$ cat config.mk
export PLATFORM = sky130hd
export DESIGN_NAME = pwm_duty_channel
export DESIGN_NICKNAME = d
export VERILOG_FILES = /design/src/rtl/pwm_duty_channel.sv
export SDC_FILE = /design/constraint.sdc
export NUM_CORES = 1
export LEC_CHECK = 0
export ABC_AREA = 1
export ABC_CLOCK_PERIOD_IN_PS = 3200
export BUFFER_PORTS_ARGS = -buffer_cell sky130_fd_sc_hd__buf_2
export CAP_MARGIN = 20
export CORE_MARGIN = 5
export CORE_UTILIZATION = 45
export DETAILED_ROUTE_END_ITERATION = 16
export PLACE_DENSITY_LB_ADDON = 0.08
export SETUP_SLACK_MARGIN = 0.5
export SYNTH_ARGS = -nofsm -noshare
export SYNTH_HDL_FRONTEND = slang
export SYNTH_SLANG_ARGS = --single-unit
$ cat constraint.sdc
create_clock -name clk -period 3.2 [get_ports clk]
set_clock_uncertainty 0.2 [all_clocks]
set_input_delay 0.64 -clock clk [delete_from_list [all_inputs] [get_ports clk]]
set_output_delay 0.64 -clock clk [all_outputs]
set_load 0.005 [all_outputs]
$ cat src/rtl/pwm_duty_channel.sv
module pwm_duty_channel #(
  parameter int CNT_W = 8
) (
  input  logic             clk,
  input  logic             rst_n,
  input  logic             cnt_en,
  input  logic [CNT_W-1:0] mod_val,
  input  logic [CNT_W-1:0] cmp_val,
  input  logic             ctl_wr,
  input  logic [7:0]       ctl_wdata,
  input  logic             ctl_rd,
  output logic [7:0]       ctl_rdata,
  output logic [CNT_W-1:0] count,
  output logic             pwm_out,
  output logic             irq
);

  logic [6:0]       cfg;
  logic             flag, clr_arm;
  logic             max_sh, pin_q;
  logic [CNT_W-1:0] cnt_nxt;
  logic             ovf, hit, evt, flag_clr;
  logic             cmp_lvl;

  wire ie      = cfg[6];
  wire [1:0] lsel = cfg[3:2];
  wire tog_en  = cfg[1];
  wire max_req = cfg[0];

  assign ovf      = cnt_en && (count >= mod_val);
  assign cnt_nxt  = ovf ? '0 : count + 1'b1;
  assign hit      = cnt_en && (cnt_nxt == cmp_val);
  assign evt      = ovf || hit;
  assign cmp_lvl  = lsel[0];
  assign flag_clr = ctl_wr && !ctl_wdata[7] && clr_arm;

  always_ff @(posedge clk or negedge rst_n) begin
    if (!rst_n) count <= '0;
    else if (cnt_en) count <= cnt_nxt;
  end

  always_ff @(posedge clk or negedge rst_n) begin
    if (!rst_n) begin
      cfg     <= '0;
      flag    <= 1'b0;
      clr_arm <= 1'b0;
    end else begin
      if (ctl_wr) cfg <= ctl_wdata[6:0];
      if (evt) flag <= 1'b1;
      else if (flag_clr) flag <= 1'b0;
      if (ctl_wr) clr_arm <= 1'b0;
      else if (ctl_rd && flag) clr_arm <= 1'b1;
    end
  end

  always_ff @(posedge clk or negedge rst_n) begin
    if (!rst_n) begin
      max_sh <= 1'b0;
      pin_q  <= 1'b0;
    end else if (ovf) begin
      max_sh <= max_req;
      if (max_req && !max_sh) pin_q <= ~cmp_lvl;
      else if (!max_sh && !max_req && tog_en) pin_q <= ~pin_q;
    end else if (hit && !max_sh) begin
      pin_q <= cmp_lvl;
    end
  end

  assign pwm_out   = (lsel == 2'b00) ? 1'b0 : pin_q;
  assign ctl_rdata = {flag, cfg};
  assign irq       = flag && ie;


  wrap_to_zero_chk: assert property (@(posedge clk) disable iff (!rst_n)
    ovf |=> (count == '0));


  ovf_beats_cmp_chk: assert property (@(posedge clk) disable iff (!rst_n)
    (ovf && hit && !max_sh && !max_req && tog_en) |=> (pin_q != $past(pin_q)));


  no_toggle_chk: assert property (@(posedge clk) disable iff (!rst_n)
    (ovf && !tog_en && !max_sh && !max_req) |=> $stable(pin_q));


  max_entry_chk: assert property (@(posedge clk) disable iff (!rst_n)
    (ovf && max_req && !max_sh) |=> (pin_q == !$past(cmp_lvl)));


  max_hold_chk: assert property (@(posedge clk) disable iff (!rst_n)
    (max_sh && max_req) |=> $stable(pin_q));


  max_exit_chk: assert property (@(posedge clk) disable iff (!rst_n)
    (ovf && max_sh && !max_req) |=> $stable(pin_q));


  flag_set_chk: assert property (@(posedge clk) disable iff (!rst_n)
    evt |=> flag);


  flag_w1_chk: assert property (@(posedge clk) disable iff (!rst_n)
    (ctl_wr && ctl_wdata[7] && !flag && !evt) |=> !flag);

endmodule

* Word-level counts from Yosys, hierarchy flattened
Cells that the tools add are included.
** Operators by class
- $add $sub $neg :: 1
- $lt $le $gt $ge :: 1
- Eq/ne operators :: 2
- Muxes and demuxes :: 10
- Bitwise logic cells :: 2
- Reduce and logical (&&, ||, !) cells :: 19
** Operators by type and width (number)
- $logic_and A1 B1 Y1 :: 10
- $mux W1 :: 9
- $add A8 B1 Y8 const B :: 1
- $eq A8 B8 Y1 :: 1
- $ge A8 B8 Y1 :: 1
- $mux W8 :: 1
- $reduce_bool A2 Y1 :: 3
- $logic_not A1 Y1 :: 3
- $ne A3 B1 Y1 const B :: 1
- $logic_not A2 Y1 :: 1
- $not A1 Y1 :: 2
- $reduce_and A2 Y1 :: 1
- $logic_or A1 B1 Y1 :: 1
** Word-level totals
- Bits in registers :: 19
- Input port bits :: 29

* Depth between registers and ports, before layout
- Depth in word-level cells :: 8
- Depth in mapped cells :: 21
- Depth with buffers taken out :: 21

* Worst setup path before layout
No wires, ideal clock.
- Path type :: input to register
- From :: input mod_val[7]
- To :: register pin_q
- Library setup time :: 116 ps
- Arrival time :: 2076 ps
- Required time :: 2884 ps
- Slack :: 808 ps
- Stages :: 16
- Path buffers :: 1
- Cells stage by stage :: inv_1 > ha_1 > a21o_1 > nor2_1 > nand3_1 > nand2_4 > buf_6 > nand2_1 > nand2_1 > nand4_1 > nor2_1 > nand2_1 > nand2_2 > nand2_1 > nand2_1 > nand2_1
** Between the ends
- Word-level cells in the longest chain between the ends :: 8
- Elaborated cells between the ends (all ways) :: 10
** Ends and longest elaborated chain
- from (decl) :: line 7 : input logic [CNT_W-1:0] mod_val,
- $ge A8 B8 Y1 * :: line 30 : assign ovf = cnt_en && (count >= mod_val);
- $logic_and A1 B1 Y1 * :: line 30
- $mux W8 :: line 31 : assign cnt_nxt = ovf ? '0 : count + 1'b1;
- $eq A8 B8 Y1 :: line 32 : assign hit = cnt_en && (cnt_nxt == cmp_val);
- $logic_and A1 B1 Y1 :: line 32
- $logic_and A1 B1 Y1 :: line 64 : end else if (hit && !max_sh) begin
- $reduce_bool A2 Y1 (no source line)
- $reduce_and A2 Y1 (no source line)
- to (signal assigned) :: line 62 : if (max_req && !max_sh) pin_q <= ~cmp_lvl;
- to (signal assigned) :: line 63 : else if (!max_sh && !max_req && tog_en) pin_q <= ~pin_q;
- to (signal assigned) :: line 65 : pin_q <= cmp_lvl;
- to (decl) :: line 20 : logic max_sh, pin_q;
Mark *: on every way between the ends. The rest lies on a longest branch, timed or not.
A chain may end at the register's enable or synchronous reset.

* Worst setup path after layout
- From :: register count[7]
- To :: register pin_q
** Between the ends
- Word-level cells in the longest chain between the ends :: 8
- Elaborated cells between the ends (all ways) :: 11
** Ends and longest elaborated chain
- from (decl) :: line 13 : output logic [CNT_W-1:0] count,
- from (signal assigned) :: line 39 : else if (cnt_en) count <= cnt_nxt;
- $ge A8 B8 Y1 :: line 30
- $logic_and A1 B1 Y1 :: line 30
- $mux W8 :: line 31
- $eq A8 B8 Y1 :: line 32
- $logic_and A1 B1 Y1 :: line 32
- $logic_and A1 B1 Y1 :: line 64
- $reduce_bool A2 Y1 (no source line)
- $reduce_and A2 Y1 (no source line)
Parallel ways exist; a longest one is shown, timed or not.

==> results.toml <==
[clock_network]
clk_pin_slew_worst_paths_ns = 0.11
cts.sinks = 19
hold_buffers = 0
cts_max_level = 1
cts_made_buffers = 3
clkLatencyLatePin_ns = 0.30
cts_buffer_depth = 2
clockRootBuffer = "clkbuf_4"
cts_tree = "done"

[global_routing]
grt_pass1_vias = 1159
grt_overflow = 0
antenna_found_initial = 0
grt_usage = 0.148
grt_start_max_net_pins = 20
grt_pass1_wl_um = 4990

[route]
viasPerCell = 4.79
num_vias = 1207
dr.pass1.iters = 4
drt-initial-drc-count = 64
wl_um = 2850
final_antenna_net_count = 0
post_drt_wl_per_cell_um = 11.3
route.detailed.drc = 0

[synthesis]
ys_seq_area_frac = 0.370
synth_compound_area_frac = 0.0886
netlist.area_leader.share = 0.370
synth-simple-area-share = 0.297
ys_ff_latch = 19
netlist_instances = 175
synth_area_sq_mm = 0.00128
synth_area_per_cell_sq_um = 7.34
synth.distinct_cells = 24
synth-xor-area-share = 0.0545
synth_warnings = 0
synth_top_family_by_area = "simple AND/OR/NAND/NOR gates"
muxShareOfSynthArea = 0
netlist_top_cells_area = "dfrtp_1 (37%), nand2_1 (17%), ha_1 (8.8%), inv_1 (8.2%), xor2_1 (4.8%)"
synth_adder_area_share = 0.0876
synth.largest_area_cell = "dfrtp_1"
synthesis.nets = 213

[floorplan]
die_y_um = 63.4
fp-row-count = 19
die_width_um = 63.4
dieArea_sq_mm = 0.00402
core_sq_mm = 0.00276
initial_core_util = 0.466
io-pin-count = 47

[outcome]
status = "completed"

[pwr]
p_leak_nw = 0.945
ir_worst_vdd_v = 0.000382
power.total_w = 0.000822
power_density_mw_per_mm2 = 527

[setup_path]
start_kind = "register"
crit_arrival_ns = 2.46
path_class = "register to register"
reg2reg_depth = 15
cp-end-kind = "register"
required_ns = 3.21
rr_endpoint = "pin_q"
r2r_slack_ns = 0.75
crit_fanout = 19
r2r-start = "count[7]"

[timing]
slew-limit-headroom = 0.704
maxSlewViolCount = 0
finalHoldViolations = 0
fin_crit_sh = 0.766
tns_ns = 0
tightest_slew_ns = 0.443
timing.final.crit_period_ns = 2.45
rsz0062_at_grt = "no"
fmax_mhz = 408
setup_violations = 0

[finish]
final_area_sq_mm = 0.00156
num-fill-cells = 270
antenna_cells = 0
final_layout_size_suffix_gt1_frac = 0.258
nNetsFinal = 260
area_growth_syn_to_layout_pct = 21.3

[placed_design]
hpwl_um = 2260
gpl.final_weighted_congestion = 0.789
placed_area_sq_mm = 0.00153
portBuffers = 46

[hold_path]
hold_class = "input port to async pin"

[flow_run]
maxCapViolCount = 0
-- routing by layer --
metal  GRT usage  part of all wire  vias up  wire length [um]
met5           0                 0        -                 0
met4      0.0156            0.0049        0                14
met3      0.0480             0.072        2               205
met2       0.241              0.45       32              1290
met1       0.197              0.47      535              1350
li1            -                 -      638                 -
-- cell usage after synthesis --
master	number
a21o_1	1
clkbuf_1	2
nor3_1	1
nor3_2	1
a21oi_2	1
nand3_1	7
a21oi_1	6
nand3b_1	5
nor2_1	7
xnor2_1	1
nand3_2	1
ha_1	9
nand2_2	1
o211ai_1	1
buf_6	1
o21ai_0	12
buf_4	1
nand4_1	2
or2_0	1
nand2_4	1
xor2_1	7
nand2_1	59
dfrtp_1	19
inv_1	28
-- cell families (layout without fill, tap and decap cells) --
logic type | after synthesis | in the layout
buffers and inverters | 32 | 78
AOI/OAI and AO/OA | 21 | 21
DFF | 19 | 19
adders and majority gates | 9 | 9
xor gates and xnor gates | 8 | 8
and+or+nand+nor | 86 | 86
-- cells in the final DEF (no fill, tap or decap), types with 2 or more instances in the layout --
cell type  instances
o21ai_0           12
xor2_1             7
nand2_1           59
ha_1               9
nand3_1            7
dfrtp_1           18
nor2_1             6
clkbuf_4           3
nand3b_1           5
nand4_1            2
a21oi_1            6
buf_2             46
inv_1             28
-- where the power goes --
group          internal, W  leakage, nW  total, W  switching (W)
registers         0.000294        0.239  0.000363      0.0000687
clock network    0.0000466       0.0177  0.000124      0.0000776
logic             0.000151        0.689  0.000335       0.000184
-- flip-flops by register name (all words and copies together) (netlist names) --
name,count
flag,1
cfg,7
count,8
pin_q,1
clr_arm,1
max_sh,1
-- worst max-delay path by stage --
| stage | start | depth (start not counted) | endpoint | slack (ns) |
|---|---|---|---|---|
| global route | count[3] | 17 | pin_q | 0.53 |
| detailed placement | mod_val[7] | 17 | pin_q | 0.42 |
| finish | count[7] | 15 | pin_q | 0.75 |
| CTS | count[5] | 15 | pin_q | 0.70 |
| floorplan | mod_val[7] | 16 | pin_q | 0.81 |
| global placement | mod_val[7] | 17 | pin_q | 0.47 |
-- area by class of cell --
cell class                 count  area, sq um  area share
clock inverter                 1         5.00     0.00321
inverter                      28          105      0.0674
timing repair buffer          46          230       0.148
sequential                    19          477       0.306
tap                           31         38.8      0.0249
clock buffer                   3         22.5      0.0144
multi-input combinational    124          681       0.437
-- critical path: stages, from the launching register on --
cell and delay, ns:
dfrtp_1 0.44, ha_1 0.31, nand2_1 0.08, nor2_2 0.15, nand4_1 0.12, nand3_1 0.14
nand2_4 0.15, nand2_1 0.13, xor2_1 0.15, nand2_1 0.07, nor2_1 0.11, nand2_1 0.09
nand2_2 0.07, nand2_1 0.05, nand2_1 0.05, nand2_1 0.04
-- metrics by stage --
| stage | util | hold WS, ns | worst slack (ns) | std cells |
|---|---|---|---|---|
| 5_1_grt | 0.565 | 0.0807 | 0.529 | 252 |
| 3_5_place_dp | 0.554 | 0.258 | 0.421 | 248 |
| 2_1_floorplan | - | 0.144 | 0.808 | 175 |
| 6_report | 0.565 | 0.0555 | 0.750 | 252 |
| 4_1_cts | 0.564 | 0.0725 | 0.704 | 252 |
| 3_3_place_gp | 0.554 | 0.250 | 0.475 | 248 |
-- timing repair --
action	CTS	global route
buffers inserted	0	0
resized for setup	0	2
endpoints found under the setup margin	0	1
(Power assumes the default switching activity.)
